**config.mk**
```make
export PLATFORM = sky130hd
export DESIGN_NAME = rsv_monitor
export DESIGN_NICKNAME = d
export VERILOG_FILES = /design/src/rtl/rsv_pkg.sv /design/src/rtl/rsv_word_store.sv /design/src/rtl/rsv_tracker.sv /design/src/rtl/rsv_monitor.sv
export SDC_FILE = /design/constraint.sdc
export NUM_CORES = 1
export LEC_CHECK = 0
export ABC_CLOCK_PERIOD_IN_PS = 2900
export CORE_MARGIN = 5
export CORE_UTILIZATION = 55
export DETAILED_ROUTE_END_ITERATION = 8
export HOLD_SLACK_MARGIN = 0.1
export PLACE_DENSITY = 0.85
export SYNTH_ARGS = -nofsm -noshare
export SYNTH_HDL_FRONTEND = slang
export SYNTH_SLANG_ARGS = --single-unit
export TNS_END_PERCENT = 30
```
**constraint.sdc**
```tcl
create_clock -name clk -period 2.9 [get_ports clk]
set_input_delay 0.58 -clock clk [delete_from_list [all_inputs] [get_ports clk]]
set_output_delay 0.58 -clock clk [all_outputs]
set_load 0.005 [all_outputs]
```
**src/rtl/rsv_pkg.sv**
```systemverilog
package rsv_pkg;
    typedef enum logic [1:0] {
        OP_LOAD  = 2'd0,
        OP_STORE = 2'd1,
        OP_LR    = 2'd2,
        OP_SC    = 2'd3
    } rsv_op_e;

    typedef enum logic {
        RSV_IDLE = 1'b0,
        RSV_HELD = 1'b1
    } rsv_state_e;
endpackage

```
**src/rtl/rsv_word_store.sv**
```systemverilog
module rsv_word_store #(
    parameter int ADDR_W = 4,
    parameter int DATA_W = 32
) (
    input  logic              clk,
    input  logic              rst_n,
    input  logic              we,
    input  logic [ADDR_W-1:0] addr,
    input  logic [DATA_W-1:0] wdata,
    output logic [DATA_W-1:0] rdata
);
    localparam int DEPTH = 1 << ADDR_W;

    logic [DATA_W-1:0] words [DEPTH];

    always_ff @(posedge clk) begin
        if (!rst_n) begin
            for (int i = 0; i < DEPTH; i++) words[i] <= '0;
        end else if (we) begin
            words[addr] <= wdata;
        end
    end

    assign rdata = words[addr];
endmodule

```
**src/rtl/rsv_tracker.sv**
```systemverilog
module rsv_tracker
    import rsv_pkg::*;
#(
    parameter int ADDR_W = 4
) (
    input  logic              clk,
    input  logic              rst_n,
    input  logic              lr_fire,
    input  logic              sc_fire,
    input  logic              st_fire,
    input  logic [ADDR_W-1:0] req_addr,
    input  logic              snoop_valid,
    input  logic [ADDR_W-1:0] snoop_addr,
    input  logic              clr,
    output logic              held,
    output logic              sc_ok
);
    rsv_state_e        state_q, state_d;
    logic [ADDR_W-1:0] addr_q, addr_d;
    logic              snoop_hit;
    logic              local_hit;

    assign snoop_hit = snoop_valid && (snoop_addr == addr_q);
    assign local_hit = st_fire && (req_addr == addr_q);

    // state register
    always_ff @(posedge clk) begin
        if (!rst_n) begin
            state_q <= RSV_IDLE;
            addr_q  <= '0;
        end else begin
            state_q <= state_d;
            addr_q  <= addr_d;
        end
    end

    // next state
    always_comb begin
        state_d = state_q;
        addr_d  = addr_q;
        unique case (state_q)
            RSV_IDLE: begin
                if (lr_fire && !clr) begin          // ARM
                    state_d = RSV_HELD;
                    addr_d  = req_addr;
                end
            end
            RSV_HELD: begin
                if (clr) begin                      // FLUSH
                    state_d = RSV_IDLE;
                end else if (lr_fire) begin         // REARM
                    addr_d  = req_addr;
                end else if (sc_fire) begin         // CONSUME
                    state_d = RSV_IDLE;
                end else if (snoop_hit || local_hit) begin  // KILL
                    state_d = RSV_IDLE;
                end
            end
            default: state_d = RSV_IDLE;
        endcase
    end

    // outputs
    always_comb begin
        held  = (state_q == RSV_HELD);
        sc_ok = held && sc_fire && (req_addr == addr_q) && !snoop_hit && !clr;
    end

    a_r6_snoop_kills: assert property (@(posedge clk) disable iff (!rst_n)
        (state_q == RSV_HELD && snoop_hit && !lr_fire) |=> (state_q == RSV_IDLE));
    a_r7_clear_kills: assert property (@(posedge clk) disable iff (!rst_n)
        clr |=> (state_q == RSV_IDLE));
    a_r11_sc_consumes: assert property (@(posedge clk) disable iff (!rst_n)
        (sc_fire && !lr_fire) |=> (state_q == RSV_IDLE));
    a_r9_local_store_kills: assert property (@(posedge clk) disable iff (!rst_n)
        (state_q == RSV_HELD && local_hit && !lr_fire) |=> (state_q == RSV_IDLE));
endmodule

```
**src/rtl/rsv_monitor.sv**
```systemverilog
module rsv_monitor
    import rsv_pkg::*;
#(
    parameter int ADDR_W = 4,
    parameter int DATA_W = 32
) (
    input  logic              clk,
    input  logic              rst_n,
    input  logic              req_valid,
    input  logic [1:0]        req_op,
    input  logic [ADDR_W-1:0] req_addr,
    input  logic [DATA_W-1:0] req_wdata,
    input  logic              snoop_valid,
    input  logic [ADDR_W-1:0] snoop_addr,
    input  logic              rsv_clear,
    output logic              rsp_valid,
    output logic [DATA_W-1:0] rsp_rdata,
    output logic              rsp_fail
);
    rsv_op_e           op;
    logic              lr_fire, sc_fire, st_fire, ld_fire;
    logic              held, sc_ok, mem_we;
    logic [DATA_W-1:0] mem_rd;

    assign op      = rsv_op_e'(req_op);
    assign ld_fire = req_valid && (op == OP_LOAD);
    assign st_fire = req_valid && (op == OP_STORE);
    assign lr_fire = req_valid && (op == OP_LR);
    assign sc_fire = req_valid && (op == OP_SC);
    assign mem_we  = st_fire || sc_ok;

    rsv_tracker #(.ADDR_W(ADDR_W)) u_track (
        .clk        (clk),
        .rst_n      (rst_n),
        .lr_fire    (lr_fire),
        .sc_fire    (sc_fire),
        .st_fire    (st_fire),
        .req_addr   (req_addr),
        .snoop_valid(snoop_valid),
        .snoop_addr (snoop_addr),
        .clr        (rsv_clear),
        .held       (held),
        .sc_ok      (sc_ok)
    );

    rsv_word_store #(.ADDR_W(ADDR_W), .DATA_W(DATA_W)) u_mem (
        .clk  (clk),
        .rst_n(rst_n),
        .we   (mem_we),
        .addr (req_addr),
        .wdata(req_wdata),
        .rdata(mem_rd)
    );

    always_ff @(posedge clk) begin
        if (!rst_n) begin
            rsp_valid <= 1'b0;
            rsp_rdata <= '0;
            rsp_fail  <= 1'b0;
        end else begin
            rsp_valid <= req_valid;
            rsp_rdata <= (ld_fire || lr_fire) ? mem_rd : '0;
            rsp_fail  <= sc_fire && !sc_ok;
        end
    end

    a_r5_sc_write_needs_rsv: assert property (@(posedge clk) disable iff (!rst_n)
        (sc_fire && mem_we) |-> held);
    a_r2_resp_follows_req: assert property (@(posedge clk) disable iff (!rst_n)
        req_valid |=> rsp_valid);
    a_r4_fail_only_for_sc: assert property (@(posedge clk) disable iff (!rst_n)
        rsp_fail |-> $past(sc_fire));
endmodule

```
# Yosys cells after proc, flatten, opt, wreduce, memory -nomap -nowiden
# Memory sizes are Yosys's and may differ from the RTL's. A register that Yosys moved wholly into a read port is not among the register bits.
# Cells that the tools add are included.
# W data, S select, Z words.
dict set report op_classes {
  n_reduce_logical 23
  mux 17
  n_eq_ne 8
  bitwise_logic 1
}
# operator n
set ops {}
lappend ops {{$mux W32} 1}
lappend ops {{$reduce_or A32 Y1} 1}
lappend ops {{$mux W4} 4}
lappend ops {{$logic_and A1 B1 Y1} 12}
lappend ops {{$mux W1} 10}
lappend ops {{$eq A4 B4 Y1} 2}
lappend ops {{$pmux W4 S2} 1}
lappend ops {{$eq A2 B2 Y1 const B} 2}
lappend ops {{$logic_not A1 Y1} 4}
lappend ops {{$ne A2 B2 Y1 const B} 2}
lappend ops {{$logic_or A1 B1 Y1} 3}
lappend ops {{$reduce_and A3 Y1} 1}
lappend ops {{$eq A2 B1 Y1 const B} 1}
lappend ops {{$logic_not A2 Y1} 1}
lappend ops {{$ne A2 B1 Y1 const B} 1}
lappend ops {{$pmux W1 S2} 1}
lappend ops {{$reduce_and A2 Y1} 1}
lappend ops {{$not A1 Y1} 1}
dict set report totals {
  mem_count 1
  reg_bits 7
  output_inout_bits 34
  ramBits 512
}
# memory words width rd rd_clocked_by_memory_dff wr line
set memory_table {}
lappend memory_table {u_mem.words 16 32 1 1 16 rsv_word_store.sv:14} ;# logic [DATA_W-1:0] words [DEPTH];

# Logic depth before layout (Yosys ltp)
dict set report depth {
  word_depth 12
  depth_mapped 8
  mapped_depth_nobuf 5
}

# Hierarchy
# A second synthesis with hierarchy kept.
dict set report hier_totals {
  hier_cells 1526
  hier_area_um2 24186.9
}
# mod seq_area_each_um2 n_inst area_per_inst_um2 cells_per_inst
set modules_own_cells {}
lappend modules_own_cells {rsv_word_store 15374.7 1 22868.2 1418}
lappend modules_own_cells {rsv_monitor 680.7 1 1027.2 77}
lappend modules_own_cells {rsv_tracker 100.1 1 291.5 31}

# Worst setup path after synthesis
# OpenSTA, ideal clock, no wires.
dict set report synth_timing {
  kind {input-to-reg}
  from {input req_addr[0]}
  to {memory u_mem.words[1][0] (enable)}
  arrival_time_ps 2705
  path_buffers 1
  t_required_ps 2506
  cell_stages 6
  slack_ps -199
  setup_ps 394
  path_cell_list {buf_2 -> xor2_2 -> nor4_4 -> o2111ai_4 -> a211oi_4 -> nand2b_1}
}
# element line
set synth_rtl {}
lappend synth_rtl {{start, declared} rsv_monitor.sv:11} ;# input logic [ADDR_W-1:0] req_addr,
lappend synth_rtl {{end, declared} rsv_word_store.sv:14}

==> impl_metrics.py <==
metrics = {
    "place": {
        "dp_cells": 2153,
        "postPlaceCellArea_um2": 25300,
        "dpl.hpwl_mm": 33.3,
        "routabilityCongestion": 0.811,
        "portBuffers": 80,
        "dp_slack_ps": 111,
    },
    "run": {
        "drv_cap": 0,
    },
    "floorplan": {
        "io_pins": 81,
        "start_util": 0.553,
        "std_cell_rows": 76,
        "core_um2": 42900,
        "die_area_um2": 47400,
        "die_x_um": 218,
        "die_h_um": 218,
    },
    "cells_and_area": {
        "stdcell_count": 2250,
        "fin_area_um2": 27100,
        "drive_above_1_share": 0.198,
        "num-nets-final": 1670,
        "num_antenna_cells": 0,
        "fill_cells": 2812,
        "syn_to_final_growth_pct": 14.2,
    },
    "yosys": {
        "synthArstFlopShare": 0,
        "synth_top_area_frac": 0.648,
        "synth_area_um2": 23700,
        "yosys-top-cells-count": "edfxtp_1, nor2_1, mux4_2",
        "avgSynthCellArea_um2": 15.4,
        "synth_edf_count": 512,
        "synth_cell_type_count": 36,
        "post-synth-top-area-cell": "edfxtp_1",
        "yosysWarnings": 0,
        "yosysSeqAreaShare": 0.681,
        "yosysMostFrequentCell": "edfxtp_1",
        "ys_ff_latch": 551,
        "yosys-top-cells-area": "edfxtp_1, mux4_2, nor2_1",
        "synth_nets": 1592,
        "postSynthCellCount": 1545,
        "synth_ff_type": "edfxtp_1",
    },
    "sta": {
        "slew_headroom": 0.324,
        "rsz0062_at_grt": "no",
        "maxSlewViolCount": 0,
        "fin_ws_ps": 603,
        "finClkSkew_ps": 18.6,
        "min_period_over_period": 0.792,
        "setup_viol": 0,
        "tightest_slew_ps": 1010,
        "fin_crit_ps": 2300,
        "max_clock_freq_mhz": 435,
        "report.final.hold_viol_count": 0,
        "setup_tns_ps": 0,
    },
    "clock_tree": {
        "clk_latency_ps": 610,
        "cts_setup_buffers": 0,
        "cts_tree": "done",
        "cts.sinks": 551,
        "cts_htree_levels": 2,
        "clk_path_buf_depth": 3,
        "cts_buffers": 53,
        "clk_pin_slew_ps": 60,
        "postCtsHoldBufs": 0,
        "root_buffer": "clkbuf_16",
        "cts-resized-gates": 0,
    },
    "routing": {
        "viasPerCell": 6.18,
        "ant_nets": 0,
        "drc_errors": 0,
        "dr.pass1.iters": 7,
        "wl_per_cell_um": 25.5,
        "via_count": 13900,
        "routed_wl_mm": 57.5,
        "dr.first_iter.drc_count": 1735,
    },
    "grt": {
        "overflow": 0,
        "grt_pass1_wl_mm": 89.0,
        "antenna_found_initial": 0,
        "grtUsageMet3": 0.0672,
        "grt_pass1_vias": 14800,
        "use_met2": 0.413,
        "met1_usage": 0.319,
        "track_usage": 0.249,
        "grt_max_degree": 83,
        "busiest_layer": "met2",
    },
    "setup_path": {
        "end_kind": "flop",
        "path_class": "reg2reg",
        "crit_required_ps": 3190,
        "worst-path-max-fanout": 32,
        "critPathArrivalTime_ps": 2580,
        "crit_path_start_kind": "flop",
    },
    "power": {
        "fin_total_pwr_mw": 17.5,
        "p_leak_nw": 9.01,
        "powerDensity_nw_per_um2": 646,
        "peakVddDrop_mv": 0.425,
    },
    "outcome": {
        "status": "finished, final reports clean",
    },
    "min_path": {
        "min_path_type": "in2reg",
    },
}
report_power, final:
| group | internal [mW] | total [mW] | switching (mW) | leakage (nW) |
|---|---|---|---|---|
| clock network | 4.08 | 7.02 | 2.95 | 0.870 |
| logic | 0.557 | 1.27 | 0.709 | 2.95 |
| registers | 9.07 | 9.21 | 0.134 | 5.19 |
| total | 13.7 | 17.5 | 3.79 | 9.01 |
kinds of logic (layout without fill, tap and decap cells):
family,after synthesis,after routing,synth area share
and+or+nand+nor,602,602,0.110
xor gates and xnor gates,8,8,0.00359
AOI/OAI and AO/OA,52,52,0.0206
muxes,196,196,0.150
buffers and inverters,136,256,0.0347
DFF,551,551,0.681
critical path, stage by stage (launching register included):
cell and delay [ps]:
dfxtp_1 350, xor2_2 200, nor4_4 400, o2111a_2 340
buf_12 200, o21ai_4 80, nand2_1 120, buf_12 260
final cells by class:
type / instances / area [um^2] / area share
timing repair buffer: 158 / 1660 / 0.0612
inverter: 1 / 3.75 / 0.000139
clock buffer: 67 / 1450 / 0.0535
multi-input combinational: 858 / 6770 / 0.250
clock inverter: 30 / 324 / 0.0120
sequential: 551 / 16200 / 0.596
tap: 585 / 732 / 0.0270
stage by stage:
stage	util	hold WS, ps
final	0.632	326
after global routing	0.632	319
after CTS	0.632	299
after detailed placement	0.590	559
after global placement	0.590	556
after floorplan	-	531
path summary, 6_finish.rpt:
path	start	depth (start not counted)	slack, ps	endpoint
setup / recovery	u_track.addr_q[1]$_SDFFE_PN0P_	7	600	u_mem.words[13][27]$_SDFFCE_PN0P_
hold / removal	rst_n	2	330	u_track.held$_SDFF_PN0_
setup reg to reg	u_track.addr_q[1]$_SDFFE_PN0P_	7	600	u_mem.words[13][27]$_SDFFCE_PN0P_
hold reg to reg	u_track.addr_q[2]$_SDFFE_PN0P_	2	570	u_track.addr_q[2]$_SDFFE_PN0P_
flip-flops by register name (all words and copies together) (netlist names):
name	flops
u_track.addr_q	4
rsp_rdata	32
rsp_valid	1
u_track.held	1
u_mem.words	512
rsp_fail	1
layout by cell type, fill, tap and decap left out, drive strengths merged:
cell	n
nand3	2
clkinv	18
clkbuf	68
nand2b	7
o22ai	32
o21bai	1
nor3	3
o21ai	12
bufinv	6
mux2i	68
a211oi	2
o2111a	1
xor2	4
o2111ai	2
and2	96
nor4bb	1
clkdlybuf4s50	76
mux4	128
edfxtp	512
dfxtp	39
nor4	1
or2	2
a31oi	1
a21oi	1
inv	5
and3	2
xnor2	4
nor2	429
nand2	52
buf	81
or3	1
nor2b	6
clkinvlp	2
routing by layer:
layer	up-vias	share of wire
met5	-	0
met4	0	0.034
met3	156	0.11
met2	1010	0.50
met1	6932	0.35
li1	5811	-
(Power assumes the default switching activity.)
